`config.mk`:
```
export PLATFORM = sky130hd
export DESIGN_NAME = peci_tick_div
export DESIGN_NICKNAME = d
export VERILOG_FILES = /design/src/rtl/peci_div_pkg.sv /design/src/rtl/pdiv_stage.sv /design/src/rtl/pdiv_cfg.sv /design/src/rtl/peci_tick_div.sv
export SDC_FILE = /design/constraint.sdc
export NUM_CORES = 1
export LEC_CHECK = 0
export ABC_AREA = 0
export CAP_MARGIN = 20
export CORE_ASPECT_RATIO = 1.75
export CORE_UTILIZATION = 49
export DETAILED_ROUTE_END_ITERATION = 7
export PLACE_DENSITY = 0.76
export REMOVE_ABC_BUFFERS = 1
export SLEW_MARGIN = 20
export SYNTH_ARGS = -nofsm -noshare
export SYNTH_HDL_FRONTEND = slang
export SYNTH_SLANG_ARGS = --single-unit
```
`constraint.sdc`:
```
create_clock -name clk -period 4 [get_ports clk]
set_clock_uncertainty 0.15 [all_clocks]
set_input_delay 1 -clock clk [delete_from_list [all_inputs] [get_ports clk]]
set_output_delay 1 -clock clk [all_outputs]
set_load 0.02 [all_outputs]
```
`src/rtl/peci_div_pkg.sv`:
```
package peci_div_pkg;

    // fixed first-stage ratio
    localparam int unsigned PRESCALE = 4;
    // second-stage step: ratio is STEP*M + 1
    localparam int unsigned STEP     = 4;

    // shortest possible period (M = 1, E = 0)
    localparam int unsigned MIN_PERIOD = PRESCALE * (STEP + 1);

endpackage

```
`src/rtl/pdiv_stage.sv`:
```
// Modulo counter stage: advances on adv, wraps after reaching lim,
// emits carry in the cycle it wraps. clr forces zero.
module pdiv_stage #(
    parameter int unsigned W = 4
) (
    input  logic         clk,
    input  logic         rst_n,
    input  logic         clr,
    input  logic         adv,
    input  logic [W-1:0] lim,
    output logic         carry
);

    typedef struct packed {
        logic [W-1:0] cnt;
    } stage_t;

    stage_t s_d, s_q;

    always_comb begin
        s_d   = s_q;
        carry = adv && (s_q.cnt >= lim);
        if (clr) begin
            s_d.cnt = '0;
        end else if (adv) begin
            s_d.cnt = carry ? '0 : s_q.cnt + 1'b1;
        end
    end

    always_ff @(posedge clk) begin
        if (!rst_n) begin
            s_q <= '0;
        end else begin
            s_q <= s_d;
        end
    end

endmodule

```
`src/rtl/pdiv_cfg.sv`:
```
// Holds the active timing code and exponent. Loads new values while idle
// and at each terminal count, so a running period keeps its setting.
module pdiv_cfg #(
    parameter int unsigned M_W = 8,
    parameter int unsigned E_W = 3
) (
    input  logic           clk,
    input  logic           rst_n,
    input  logic           run,
    input  logic           reload,
    input  logic [M_W-1:0] m_in,
    input  logic [E_W-1:0] e_in,
    output logic [M_W-1:0] m_eff,
    output logic [E_W-1:0] e_eff
);

    typedef struct packed {
        logic [M_W-1:0] m;
        logic [E_W-1:0] e;
        logic           live;
    } cfg_t;

    cfg_t c_d, c_q;
    logic load;

    always_comb begin
        c_d      = c_q;
        load     = !run || !c_q.live || reload;
        c_d.live = run;
        if (load) begin
            c_d.m = m_in;
            c_d.e = e_in;
        end
        // first enabled edge must already see the port values
        m_eff = c_q.live ? c_q.m : m_in;
        e_eff = c_q.live ? c_q.e : e_in;
    end

    always_ff @(posedge clk) begin
        if (!rst_n) begin
            c_q <= '0;
        end else begin
            c_q <= c_d;
        end
    end

endmodule

```
`src/rtl/peci_tick_div.sv`:
```
module peci_tick_div
    import peci_div_pkg::*;
#(
    parameter int unsigned M_W   = 8,
    parameter int unsigned E_W   = 3,
    parameter int unsigned CNT_W = 16
) (
    input  logic             clk,
    input  logic             rst_n,
    input  logic             div_en,
    input  logic [M_W-1:0]   msg_tm,
    input  logic [M_W-1:0]   adr_tm,
    input  logic [E_W-1:0]   exp_sel,
    output logic             tick,
    output logic             rate_ok,
    output logic [CNT_W-1:0] tick_count
);

    localparam int unsigned PRE_W = $clog2(PRESCALE);
    localparam int unsigned S2_W  = M_W + $clog2(STEP);
    localparam int unsigned S3_W  = (1 << E_W) - 1;

    typedef struct packed {
        logic             tick;
        logic             ok;
        logic [CNT_W-1:0] cnt;
    } out_t;

    out_t o_d, o_q;

    logic           run;
    logic [M_W-1:0] m_eff;
    logic [E_W-1:0] e_eff;
    logic [S2_W-1:0] lim2;
    logic [S3_W:0]   pow2;
    logic [S3_W-1:0] lim3;
    logic c1, c2, c3;

    assign run = div_en && (msg_tm == adr_tm) && (msg_tm != '0);

    pdiv_cfg #(.M_W(M_W), .E_W(E_W)) u_cfg (
        .clk    (clk),
        .rst_n  (rst_n),
        .run    (run),
        .reload (c3),
        .m_in   (msg_tm),
        .e_in   (exp_sel),
        .m_eff  (m_eff),
        .e_eff  (e_eff)
    );

    always_comb begin
        lim2 = S2_W'(m_eff) * S2_W'(STEP);
        pow2 = (S3_W+1)'(1) << e_eff;
        lim3 = S3_W'(pow2 - 1'b1);
    end

    pdiv_stage #(.W(PRE_W)) u_pre (
        .clk   (clk),
        .rst_n (rst_n),
        .clr   (!run),
        .adv   (run),
        .lim   (PRE_W'(PRESCALE - 1)),
        .carry (c1)
    );

    pdiv_stage #(.W(S2_W)) u_mid (
        .clk   (clk),
        .rst_n (rst_n),
        .clr   (!run),
        .adv   (c1),
        .lim   (lim2),
        .carry (c2)
    );

    pdiv_stage #(.W(S3_W)) u_pow (
        .clk   (clk),
        .rst_n (rst_n),
        .clr   (!run),
        .adv   (c2),
        .lim   (lim3),
        .carry (c3)
    );

    always_comb begin
        o_d      = o_q;
        o_d.tick = c3;
        o_d.ok   = run;
        o_d.cnt  = o_q.cnt + CNT_W'(c3);
    end

    always_ff @(posedge clk) begin
        if (!rst_n) begin
            o_q <= '0;
        end else begin
            o_q <= o_d;
        end
    end

    assign tick       = o_q.tick;
    assign rate_ok    = o_q.ok;
    assign tick_count = o_q.cnt;

endmodule

```
==> key figures <==
Layout
  • # diodes: 0
  • P&R area growth vs syn: 32.41%
  • Final layout net count: 422
  • Layout cells sized above 1: 20.05%
  • Fin area: 3665 um^2

Timing
  • Final hold vios: 0
  • Final period util: 96.13%
  • Min Tclk post-route: 3.845 ns
  • Worst hold slack: 0.2921 ns
  • Unrepaired setup endpoints after global routing: false
  • Least-Margin Pin Slew: 0.7852 ns
  • # setup viols final: 0
  • Final worst slack: 0.1549 ns
  • Final Max Tran Viols: 0
  • Relative slew slack: 47.59%
  • Peak Freq: 260.1 MHz

Worst setup path
  • R2r endpoint: tick_count[12]
  • Max incr delay on CP: 0.49 ns
  • Startpoint Class: input pin
  • Crit-path slowest cell: clkdlybuf4s50_1
  • WP data required: 4.02 ns
  • CP Class: in2reg
  • CP endpoint kind: flip-flop
  • Worst EP arrival: 3.87 ns
  • Cell chain of the critical path: clkdlybuf4s50_1 > mux2_2 > ha_1 > nand2_1 > a31oi_1 > o21ai_1 > and2_2 > nand3b_1 > nor2_2 > ha_4 > ha_4 > nand2_4 > nor2_4 > nand3_2 > xor2_1 > nor2_1
  • Worst r2r path cells: 18
  • Cell mode on critical path: ha_4
  • Slack of the worst reg-to-reg path: 0.47 ns
  • CP Max Fanout: 4
  • Reg2Reg Launch Point: u_cfg.c_q[0]

Synth
  • Adder-Cell Fraction of Synth Area: 9.946%
  • Syn Inst Count: 311
  • Cell area after synthesis: 2768 um^2
  • Top FF cell, synth: dfxtp_1
  • #FFs+latches synth: 48
  • Mux share of post-synthesis cell area: 4.521%
  • Leading area contributor after synthesis: dfxtp_1
  • Post-synthesis simple-gate area fraction: 21.97%
  • Synth warn: 0
  • Compound-cell area share of the yosys netlist: 14.15%
  • Post-synth EDFFs: 0
  • Async SR Flop Fraction: 0%
  • Synth unique cells: 50
  • Avg Cell Area, Syn: 8.899 um^2
  • Leading cell type by number of instances after synthesis: dfxtp_1
  • Share of the synthesized area in the top cell type: 34.72%
  • Post-synth top cells: 48 x dfxtp_1, 30 x nand3_1, 30 x nor2_1
  • XOR/XNOR share of the synthesized area: 11.26%
  • Synth area leaders: dfxtp_1 35%, ha_1 9.9%, nand3_1 5.4%, xnor2_1 4.7%, xor2_1 4.7%
  • Sequential share of the synthesized area: 34.72%
  • Main combinational cell family by area after synthesis: simple AND/OR/NAND/NOR gates

Placed design
  • Setup slack at placement: -0.6593 ns
  • Placed inst area: 3430 um^2
  • GPL Wtd Cong: 0.8392
  • Port bufs: 39
  • Detailed placement HPWL: 5300 um

Power and ir drop
  • Maximum VDD drop: 0.2673 mV
  • Tot Pwr: 0.0008971 W
  • Leakage: 1.368 nW
  • Pwr dens: 244.8 nW/um^2

CTS
  • Cts hold-fix bufs: 0
  • Htree depth: 2
  • CTS Buf Count: 5
  • Worst-path clk slew: 0.09 ns
  • Clk root buf: clkbuf_8
  • CTS tree: built
  • Worst-Skew Late Latency: 0.30 ns
  • Total clock sinks: 48
  • CTS max path bufs: 2

Routing
  • Total Wirelength: 7033 um
  • WL met1: 2624 um
  • Drt drc: 0
  • Wire per inst: 15.53 um
  • DR iter-0 viols: 113
  • Drt pass-1 iters: 4
  • Met3 wire length: 173 um
  • Top layer in use: met4
  • Routed vias/inst: 5.585
  • Met2 routed WL: 3978 um
  • DR vias: 2,530
  • Final ANT Viol Nets: 0

Hold path
  • Worst min-delay path class: reg2reg
  • Worst hold path cell count: 1
  • Hold Path Sink: u_pre.s_q[0]
  • Worst Hold Launch: u_pre.s_q[0]

GRT
  • Largest net degree at the start of global routing: 25
  • Grt ovf: 0
  • First-pass GRT wire length: 11,580 um
  • Initial antenna violation count: 0
  • Gr usage total: 25.23%
  • Vias in the first global route: 2,565

Floorplanning
  • Die width: 58.81 um
  • I/O pin count: 40
  • Die height: 101.4 um
  • Full die area: 5965 um^2
  • Initial core utilization: 51.80%
  • Core area: 5343 um^2
  • FP Rows: 35

Run
  • Max-cap violations: 0

Outcome
  • Outcome: completed
-- critical path: cells and delay by family --
kind | cells | cell delay [ns]
simple gates | 8 | 1.02
buf+inv | 1 | 0.49
fa+ha+maj | 3 | 0.61
compound gates | 2 | 0.27
mux | 1 | 0.31
xor+xnor | 1 | 0.16
-- stage by stage --
| stage | instances | setup TNS (ns) | util (%) |
|---|---|---|---|
| CTS | 453 | 0 | 68.24 |
| finish | 453 | 0 | 68.59 |
| detailed placement | 443 | -13.00 | 64.19 |
| global route | 453 | 0 | 68.59 |
| floorplan | 303 | -0.03595 | - |
| global placement | 443 | -8.898 | 64.19 |
-- kinds of logic (layout without fill, tap and decap cells) --
group,count (synthesis),count (layout)
simple gates,119,119
compound gates,57,57
flops,48,48
xor+xnor,33,33
fa+ha+maj,22,22
buf+inv,20,88
mux,12,12
-- placed cells by master (no fill, tap or decap), drive strengths merged, types with 2 or more instances in the layout --
| master | n |
|---|---|
| o211ai | 2 |
| nand2 | 22 |
| and2 | 5 |
| nor4 | 2 |
| ha | 22 |
| buf | 29 |
| nand3 | 31 |
| o21ai | 18 |
| xnor2 | 18 |
| a21oi | 23 |
| and4 | 2 |
| and3 | 7 |
| nor3 | 3 |
| a211oi | 3 |
| clkdlybuf4s50 | 36 |
| or3 | 4 |
| clkinvlp | 2 |
| mux2 | 4 |
| xor2 | 15 |
| nor2 | 32 |
| dfxtp | 48 |
| nand4 | 6 |
| a2111oi | 3 |
| mux2i | 8 |
| inv | 11 |
| clkbuf | 7 |
| a21o | 2 |
| or4 | 3 |
-- layer usage --
layer,up-vias,track usage (%)
met4,0,10.99
met5,-,0
met2,65,49.65
li1,1233,-
met3,18,3.193
met1,1214,25.18
-- where the power goes --
| group | switching [W] | total, W | internal, W | leakage [nW] |
|---|---|---|---|---|
| registers | 0.00000331 | 0.000487 | 0.000483 | 0.390 |
| clock network | 0.000170 | 0.000310 | 0.000140 | 0.0434 |
| logic | 0.0000457 | 0.000100 | 0.0000548 | 0.935 |
| total | 0.000219 | 0.000897 | 0.000678 | 1.37 |
-- worst max path at each step --
stage / cells after the start / to / from
final: 16 / tick_count[12] / msg_tm[0]
after global routing: 19 / tick_count[14] / exp_sel[1]
after CTS: 18 / tick_count[12] / exp_sel[0]
after detailed placement: 18 / tick_count[15] / exp_sel[2]
after global placement: 18 / tick_count[15] / exp_sel[2]
after floorplan: 18 / tick_count[14] / exp_sel[2]
-- flip-flops by register name, summed over array words and instances (netlist names) --
signal / count
tick: 1
tick_count: 16
u_cfg.c_q: 12
u_mid.s_q: 10
u_pow.s_q: 7
u_pre.s_q: 2
-- area by class of cell --
cell class / instances / area, um^2
Sequential cell: 48 / 960.9
Clock buffer: 6 / 82.58
Inverter: 12 / 58.81
Tap cell: 74 / 92.59
Timing Repair Buffer: 68 / 621.8
Fill cell: 458 / 1678
Multi-Input combinational cell: 243 / 1833
Clock inverter: 2 / 15.01
-- timing repair --
action | CTS | global route
buffers inserted | 2 | 0
gates resized for setup | 25 | 8
pin swaps | 12 | 9
endpoints found under the setup margin | 25 | 14
Power figures use the tool's default switching activity.
